[src/rtl/wct_pkg.sv]
package wct_pkg;
  typedef enum logic {
    ST_IDLE = 1'b0,
    ST_RUN  = 1'b1
  } wctState_t;

  typedef struct packed {
    logic load;
    logic tick;
  } wctCmd_t;
endpackage

[src/rtl/wct_count.sv]
module wct_count
  import wct_pkg::*;
#(
  parameter int CYCLES = 5000
) (
  input  logic    clk,
  input  logic    rstN,
  input  wctCmd_t cmd,
  output logic    lastTick
);
  localparam int CW = (CYCLES < 2) ? 1 : $clog2(CYCLES);
  localparam logic [CW-1:0] LOAD_VAL = CW'(CYCLES - 1);

  logic [CW-1:0] remaining;

  always_ff @(posedge clk) begin
    if (!rstN) begin
      remaining <= '0;
    end else if (cmd.load) begin
      remaining <= LOAD_VAL;
    end else if (cmd.tick && remaining != '0) begin
      remaining <= remaining - 1'b1;
    end
  end

  assign lastTick = (remaining == '0);
endmodule

[src/rtl/wct_ctrl.sv]
module wct_ctrl
  import wct_pkg::*;
(
  input  logic    clk,
  input  logic    rstN,
  input  logic    startCond,
  input  logic    stopCond,
  input  logic    byteWritten,
  input  logic    addrMatch,
  input  logic    lastTick,
  output wctCmd_t cmd,
  output logic    busy,
  output logic    ackGate,
  output logic    sdaAckLow,
  output logic    commitStart,
  output logic    commitDone
);
  wctState_t state;
  logic      pending;

  always_ff @(posedge clk) begin
    if (!rstN) begin
      state       <= ST_IDLE;
      pending     <= 1'b0;
      commitStart <= 1'b0;
      commitDone  <= 1'b0;
    end else begin
      commitStart <= 1'b0;
      commitDone  <= 1'b0;
      case (state)
        ST_IDLE: begin
          if (stopCond) begin
            pending <= 1'b0;
            if (pending) begin
              state       <= ST_RUN;
              commitStart <= 1'b1;
            end
          end else if (startCond) begin
            pending <= 1'b0;
          end else if (byteWritten) begin
            pending <= 1'b1;
          end
        end
        ST_RUN: begin
          if (lastTick) begin
            state      <= ST_IDLE;
            commitDone <= 1'b1;
          end
        end
        default: state <= ST_IDLE;
      endcase
    end
  end

  always_comb begin
    cmd.load = (state == ST_IDLE) && stopCond && pending;
    cmd.tick = (state == ST_RUN);
  end

  assign busy      = (state == ST_RUN);
  assign ackGate   = !busy;
  assign sdaAckLow = addrMatch && ackGate;
endmodule

[src/rtl/write_cycle_timer.sv]
module write_cycle_timer
  import wct_pkg::*;
#(
  parameter int CYCLES = 5000
) (
  input  logic clk,
  input  logic rstN,
  input  logic startCond,
  input  logic stopCond,
  input  logic byteWritten,
  input  logic addrMatch,
  output logic busy,
  output logic ackGate,
  output logic sdaAckLow,
  output logic commitStart,
  output logic commitDone
);
  wctCmd_t cmd;
  logic    lastTick;

  wct_ctrl u_ctrl (
    .clk(clk), .rstN(rstN),
    .startCond(startCond), .stopCond(stopCond),
    .byteWritten(byteWritten), .addrMatch(addrMatch),
    .lastTick(lastTick), .cmd(cmd),
    .busy(busy), .ackGate(ackGate), .sdaAckLow(sdaAckLow),
    .commitStart(commitStart), .commitDone(commitDone)
  );

  wct_count #(.CYCLES(CYCLES)) u_count (
    .clk(clk), .rstN(rstN), .cmd(cmd), .lastTick(lastTick)
  );
endmodule

[config.mk]
export PLATFORM = sky130hd
export DESIGN_NAME = write_cycle_timer
export DESIGN_NICKNAME = d
export VERILOG_FILES = /design/src/rtl/wct_pkg.sv /design/src/rtl/wct_count.sv /design/src/rtl/wct_ctrl.sv /design/src/rtl/write_cycle_timer.sv
export SDC_FILE = /design/constraint.sdc
export NUM_CORES = 1
export LEC_CHECK = 0
export ABC_AREA = 0
export BUFFER_PORTS_ARGS = -buffer_cell sky130_fd_sc_hd__buf_2
export CORE_MARGIN = 2
export CORE_UTILIZATION = 48
export CTS_CLUSTER_DIAMETER = 40
export DETAILED_ROUTE_END_ITERATION = 6
export GPL_ROUTABILITY_DRIVEN = 0
export PLACE_DENSITY = 0.68
export RECOVER_POWER = 100
export SYNTH_ARGS = -nofsm -noshare
export SYNTH_HDL_FRONTEND = slang
export SYNTH_SLANG_ARGS = --single-unit
[constraint.sdc]
create_clock -name clk -period 2.9 [get_ports clk]
set_input_delay 0.29 -clock clk [delete_from_list [all_inputs] [get_ports clk]]
set_output_delay 0.29 -clock clk [all_outputs]
set_load 0.05 [all_outputs]
==> run metrics, run 1 <==
Mapped Nets between 100 and 150; Vias 752; Max FO, Critical Path 7; asr flop ratio synth 0%; Routed Antenna Nets 0; pin slew with the least headroom to its limit 0.609 ns; post-synthesis mux area share 0%; WHS Path Cells 3; Iteration-0 DRC Markers 25; worst r2r dst u_count.remaining[7]; FF-to-FF Start u_count.remaining[0]; First-pass DRT Iterations 4; simple-gate portion of the synthesized area between 20% and 30%; crit path time final about 2.0 ns; clock sinks 17; die extent in x 45.3 um; fin nets 112; largest net degree at the start of global routing 15; PortBufs 10; max-slew violations 0; CTS buffer count 3; postcts setup bufs 0; Distinct cells, synth 32; initial antenna violation count 0; CTS Hold Bufs 0; per-cell routed wire length between 10 and 15 um; nature of the critical path endpoint register; peak supply drop 237 uV; Setup Skew ~0.0010 ns; Site Rows 14; synth top area cells dfxtp_1 (42%), a21oi_1 (6.7%), or4_1 (6.4%); Worst Setup Start Kind register; Fillers 158; DP Area just under 900 sq um; GR Util All Layers 19.5%; Die Y 45.3 um; Reg clk slew, reported paths 0.09 ns; Final Instance Area 882 sq um; Final period util 70.2%; Hold Crit Class primary input to register; synth warn 0; Core ar. 0.00156 sq mm; EDFF count, synth 0; mean post-synth cell area 8.80 sq um; vias per cell 6.32; area delta synth->final 7.80%; area leader, netlist dfxtp_1; Hold EP u_ctrl.pending; most frequent cells in the layout dfxtp_1 (17), a21oi_1 (11), or4_1 (8); register area share after synthesis 41.6%; RSZ-0062 raised after global routing false; pwr/cell area around 480 mW/mm^2; layout cell share with drive strength beyond 1 under 10%; final hold violations 0; Worst EP arrival 2.21 ns; Post-route DRC 0; Crit Path Class register to register; worst r2r path cells 6; Ports 11; Final setup violation count 0; Synth Register Bits 17; Root Buffer clkbuf_4; number of global-route vias before repair 625; WHS 0.248 ns; Max-Cap Viols 0; min-delay src byteWritten; remaining global-route overflow 0; setup_tns 0 ns; Lkg Pwr roughly 0.32 nW; share of the synthesized area in the top cell type between 40% and 50%; Post-Synth Adder-Cell Area about 3.1%; Clock Latency Late Sink 0.29 ns; commonest non-fill, non-tap cell in the layout dfxtp_1; hpwl dp 1200 um; post-synthesis compound-gate area fraction ~24%; critical path required time between 3 and 4 ns; Antenna diodes 0; status completed; first-pass GRT wire length 2800 um; CTS max path bufs 2; Top FF cell, synth dfxtp_1; R2R Setup Slk between 0.8 and 0.9 ns; mapped cell area 818 sq um; fmax 0.491 GHz; fraction of synthesized cell area in xor and xnor cells under 10%; slew margin rel. 58.9%; TritonCTS clock tree done; Design Power 0.000420 W; CTS H-tree lvls 1; PostCTS Resize Cnt 0; routed wire length 1730 um; DIE AREA 0.00205 sq mm; Initial Utilization between 50 and 60%; largest family of logic cells by synthesized area simple AND/OR/NAND/NOR gates; cells after synthesis 93
[through the flow]
step | utilization [%] | std cells | setup WS (ns)
floorplan | - | 93 | 0.356
global placement | 55.5 | 115 | 0.926
detailed placement | 55.5 | 115 | 0.897
CTS | 57.2 | 119 | 0.874
global route | 56.6 | 119 | 0.666
finish | 56.6 | 119 | 0.864
[power breakdown]
| part | internal (W) | switching, W | leakage (nW) |
|---|---|---|---|
| logic | 0.0000171 | 0.0000337 | 0.166 |
| clock network | 0.0000535 | 0.0000716 | 0.0150 |
| registers | 0.000239 | 0.00000548 | 0.137 |
[logic make-up after synthesis]
| logic type | Yosys count |
|---|---|
| flip-flops | 17 |
| buffers and inverters | 10 |
| XOR/XNOR | 1 |
| AND/OR/NAND/NOR | 33 |
| AO/OA/AOI/OAI | 30 |
| adder cells (fa/ha/maj) | 2 |
[state kept, by name (all words and copies together), names as in the netlist]
| name | cells |
|---|---|
| u_count.remaining | 13 |
| u_ctrl.pending | 1 |
| u_ctrl.commitStart | 1 |
| u_ctrl.busy | 1 |
| u_ctrl.commitDone | 1 |
[Yosys cell counts (2+ instances only)]
| library cell | instances |
|---|---|
| nand2_1 | 5 |
| nor2_1 | 5 |
| o41ai_1 | 2 |
| a311oi_1 | 2 |
| ha_1 | 2 |
| o21ai_0 | 3 |
| a21oi_1 | 11 |
| dfxtp_1 | 17 |
| a31oi_1 | 4 |
| o31ai_1 | 5 |
| inv_1 | 5 |
| or4_1 | 7 |
| clkbuf_1 | 3 |
| nor3_1 | 3 |
| or3_1 | 2 |
[worst max-delay path, cell delays in order (launching register included)]
cell and delay (ns):
dfxtp_1 0.36, inv_1 0.09, ha_1 0.14, nor4b_1 0.50, a41oi_1 0.40, a311oi_1 0.37, a311oi_1 0.08
[worst max path at each step]
stage	from	slack (ns)	endpoint	cells after the start
2_1_floorplan	u_ctrl.busy	0.36	u_count.remaining[11]	5
3_3_place_gp	u_count.remaining[4]	0.93	u_count.remaining[10]	4
3_5_place_dp	u_count.remaining[0]	0.90	u_count.remaining[7]	6
4_1_cts	u_count.remaining[0]	0.87	u_count.remaining[7]	6
5_1_grt	u_count.remaining[0]	0.67	u_count.remaining[7]	6
6_report	u_count.remaining[0]	0.86	u_count.remaining[7]	6
[metal layers]
metal,vias to the layer above,global-route usage (%),wire length (um)
met4,0,10.6,36
met2,20,29.7,750
li1,386,-,-
met1,341,25.9,883
met5,-,0,0
met3,5,3.60,60
[cell type report]
| class | count | area [sq um] | area share [%] |
|---|---|---|---|
| multi-input cells | 66 | 429 | 48.7 |
| flip-flops and latches | 17 | 340 | 38.6 |
| repair buffers | 10 | 43.8 | 4.96 |
| clock buffers | 4 | 26.3 | 2.98 |
| inverters | 6 | 22.5 | 2.55 |
| well taps | 16 | 20.0 | 2.27 |
Power figures use the tool's default switching activity.
==> run 2: changes to the inputs <==
- PLACE_DENSITY: 0.68 -> 0.71
- clock period: 2.9 -> 1.65 ns (I/O delays scaled with it)
==> run metrics, run 2 (same netlist as run 1, synthesis figures left out) <==
hpwl dp 1570 um; CP Launch Point u_count.remaining[1]; critical path required time approximately 1.9 ns; pwr/cell area 642 mW/mm^2; Clock Latency Late Sink 0.31 ns; Internal 0.000601 W; Design Power around 0.00085 W; Site Rows 14; largest reg by FF count u_count.remaining; crit path time final about 1.9 ns; DP Area 0.00108 sq mm; met3 track utilization from global routing 6.80%; Crit Path Class register to register; clock sinks 17; CP Cell Sequence inv_2 -> buf_6 -> ha_4 -> or3b_4 -> or4_4 -> a21oi_2; Initial Utilization 52.5%; GR Util All Layers 29.4%; Ports 11; Root Buffer clkbuf_4; Final Instance Area roughly 0.0013 sq mm; TritonCTS clock tree done; CTS Hold Bufs 0; combinational power share a little over a fifth; CTS H-tree lvls 1; Switching Fraction ~29%; Final period util 113%; per-cell routed wire length 18.7 um; DIE AREA 0.00205 sq mm; critical path capture point u_count.remaining[10]; Post-route DRC 0; commonest non-fill, non-tap cell in the layout buf_4; area delta synth->final 61.5%; max reg flops 13; fin nets 142; CTS max path bufs 2; RSZ-0062 raised after global routing true; layout cell share with drive strength beyond 1 a little over half; routed wire length 2780 um; PortBufs 10; busiest layer in global routing met2; status finished, violations left; grt met1 use 32.2%; fmax 0.537 GHz; final hold violations 0; CP max stage cell or4_4; Setup Skew roughly 0.0024 ns; final worst slack -0.211 ns; peak supply drop 526 uV; First-pass DRT Iterations 5; CTS buffer count 3; Routed Antenna Nets 0; Final setup violation count 10; vias per cell 6.33; remaining global-route overflow 0; P_sw ~0.00025 W; first-pass GRT wire length 4200 um; Vias 943; Worst Setup Start Kind register; worst r2r dst u_count.remaining[10]; pin slew with the least headroom to its limit approximately 0.6 ns; FF-to-FF Start u_count.remaining[1]; most frequent cells in the layout buf_4 (20), dfxtp_1 (11), buf_6 (9); final non-filler cell total 149; number of global-route vias before repair 926; met2 GRT Util 52.3%; nature of the critical path endpoint register; part of the power in registers 50.4%; Iteration-0 DRC Markers 29; largest net degree at the start of global routing 10; initial antenna violation count 0; placed insts 138; Hold Crit Class primary input to register; worst r2r path cells 6; Largest stage delay, worst path between 0.5 and 0.6 ns; Antenna diodes 0; Lkg Pwr about 0.51 nW; max-slew violations 0; Clk pwr share 28.0%; Die Y 45.3 um; Worst EP arrival 2.10 ns; Max FO, Critical Path 7; die extent in x ~45 um; Max-Cap Viols 0; Reg clk slew, reported paths roughly 0.10 ns; R2R Setup Slk -0.21 ns; pre-CTS setup slack -0.269 ns; failing checks negative setup slack; Core ar. approximately 0.0016 sq mm; slew margin rel. 60.4%; final core utilization 84.8%
## run 2: cell types whose count changed in the layout (fill, tap and decap cells not counted), moves of 3 or more
cell and change:
a21oi_1 -3, a21oi_2 +3, buf_4 +20, buf_6 +9, dfxtp_1 -6, dfxtp_2 +5, or4_1 -3, or4_4 +3
## run 2: critical path: cells and delay by family (launching register included)
| kind | cells | cell delay (ns) |
|---|---|---|
| compound gates | 1 | 0.15 |
| fa+ha+maj | 1 | 0.14 |
| buf+inv | 2 | 0.18 |
| flops | 1 | 0.34 |
| simple gates | 2 | 0.98 |
## run 2: power groups by stage
stage	combinational (W)	clock, W	sequential, W
global route	0.000195	0.000252	0.000429
floorplan	0.0000773	0	0.000439
finish	0.000183	0.000238	0.000427
global placement	0.000125	0	0.000435
detailed placement	0.000128	0	0.000436
CTS	0.000151	0.000236	0.000426
## run 2: worst min path at each step
stage | start | endpoint | slack (ns) | cells past startpoint
6_report | byteWritten | u_ctrl.pending | 0.12 | 3
3_3_place_gp | byteWritten | u_ctrl.pending | 0.43 | 3
5_1_grt | rstN | u_count.remaining[1] | 0.12 | 2
4_1_cts | rstN | u_ctrl.commitDone | 0.11 | 3
2_1_floorplan | rstN | u_ctrl.commitDone | 0.28 | 2
3_5_place_dp | rstN | u_ctrl.commitDone | 0.44 | 3
## run 2: layer usage
| metal | routed length (um) | vias to the layer above |
|---|---|---|
| met5 | 0 | - |
| met4 | 70 | 0 |
| met3 | 125 | 11 |
| met2 | 1480 | 38 |
| met1 | 1100 | 446 |
| li1 | - | 448 |
## run 2: final cells by class
class	count	area, sq um
Timing Repair Buffer	39	297
Sequential cell	17	350
Multi-Input combinational cell	67	601
Clock buffer	4	26.3
Fill cell	97	238
Inverter	6	27.5
Tap cell	16	20.0
## run 2: through the flow
stage / TNS [ns] / hold WS (ns)
final: -0.835 / 0.121
after global routing: -1.78 / 0.121
after CTS: -0.396 / 0.109
after detailed placement: -1.28 / 0.436
after global placement: -1.22 / 0.428
after floorplan: -0.432 / 0.279
## run 2: repair_timing
action                                  4_1_cts  5_1_grt
setup buffers                                 4        2
gates cloned                                  1        0
resized for setup                            13       22
endpoints found under the setup margin       13       14
pin swaps                                    19       12
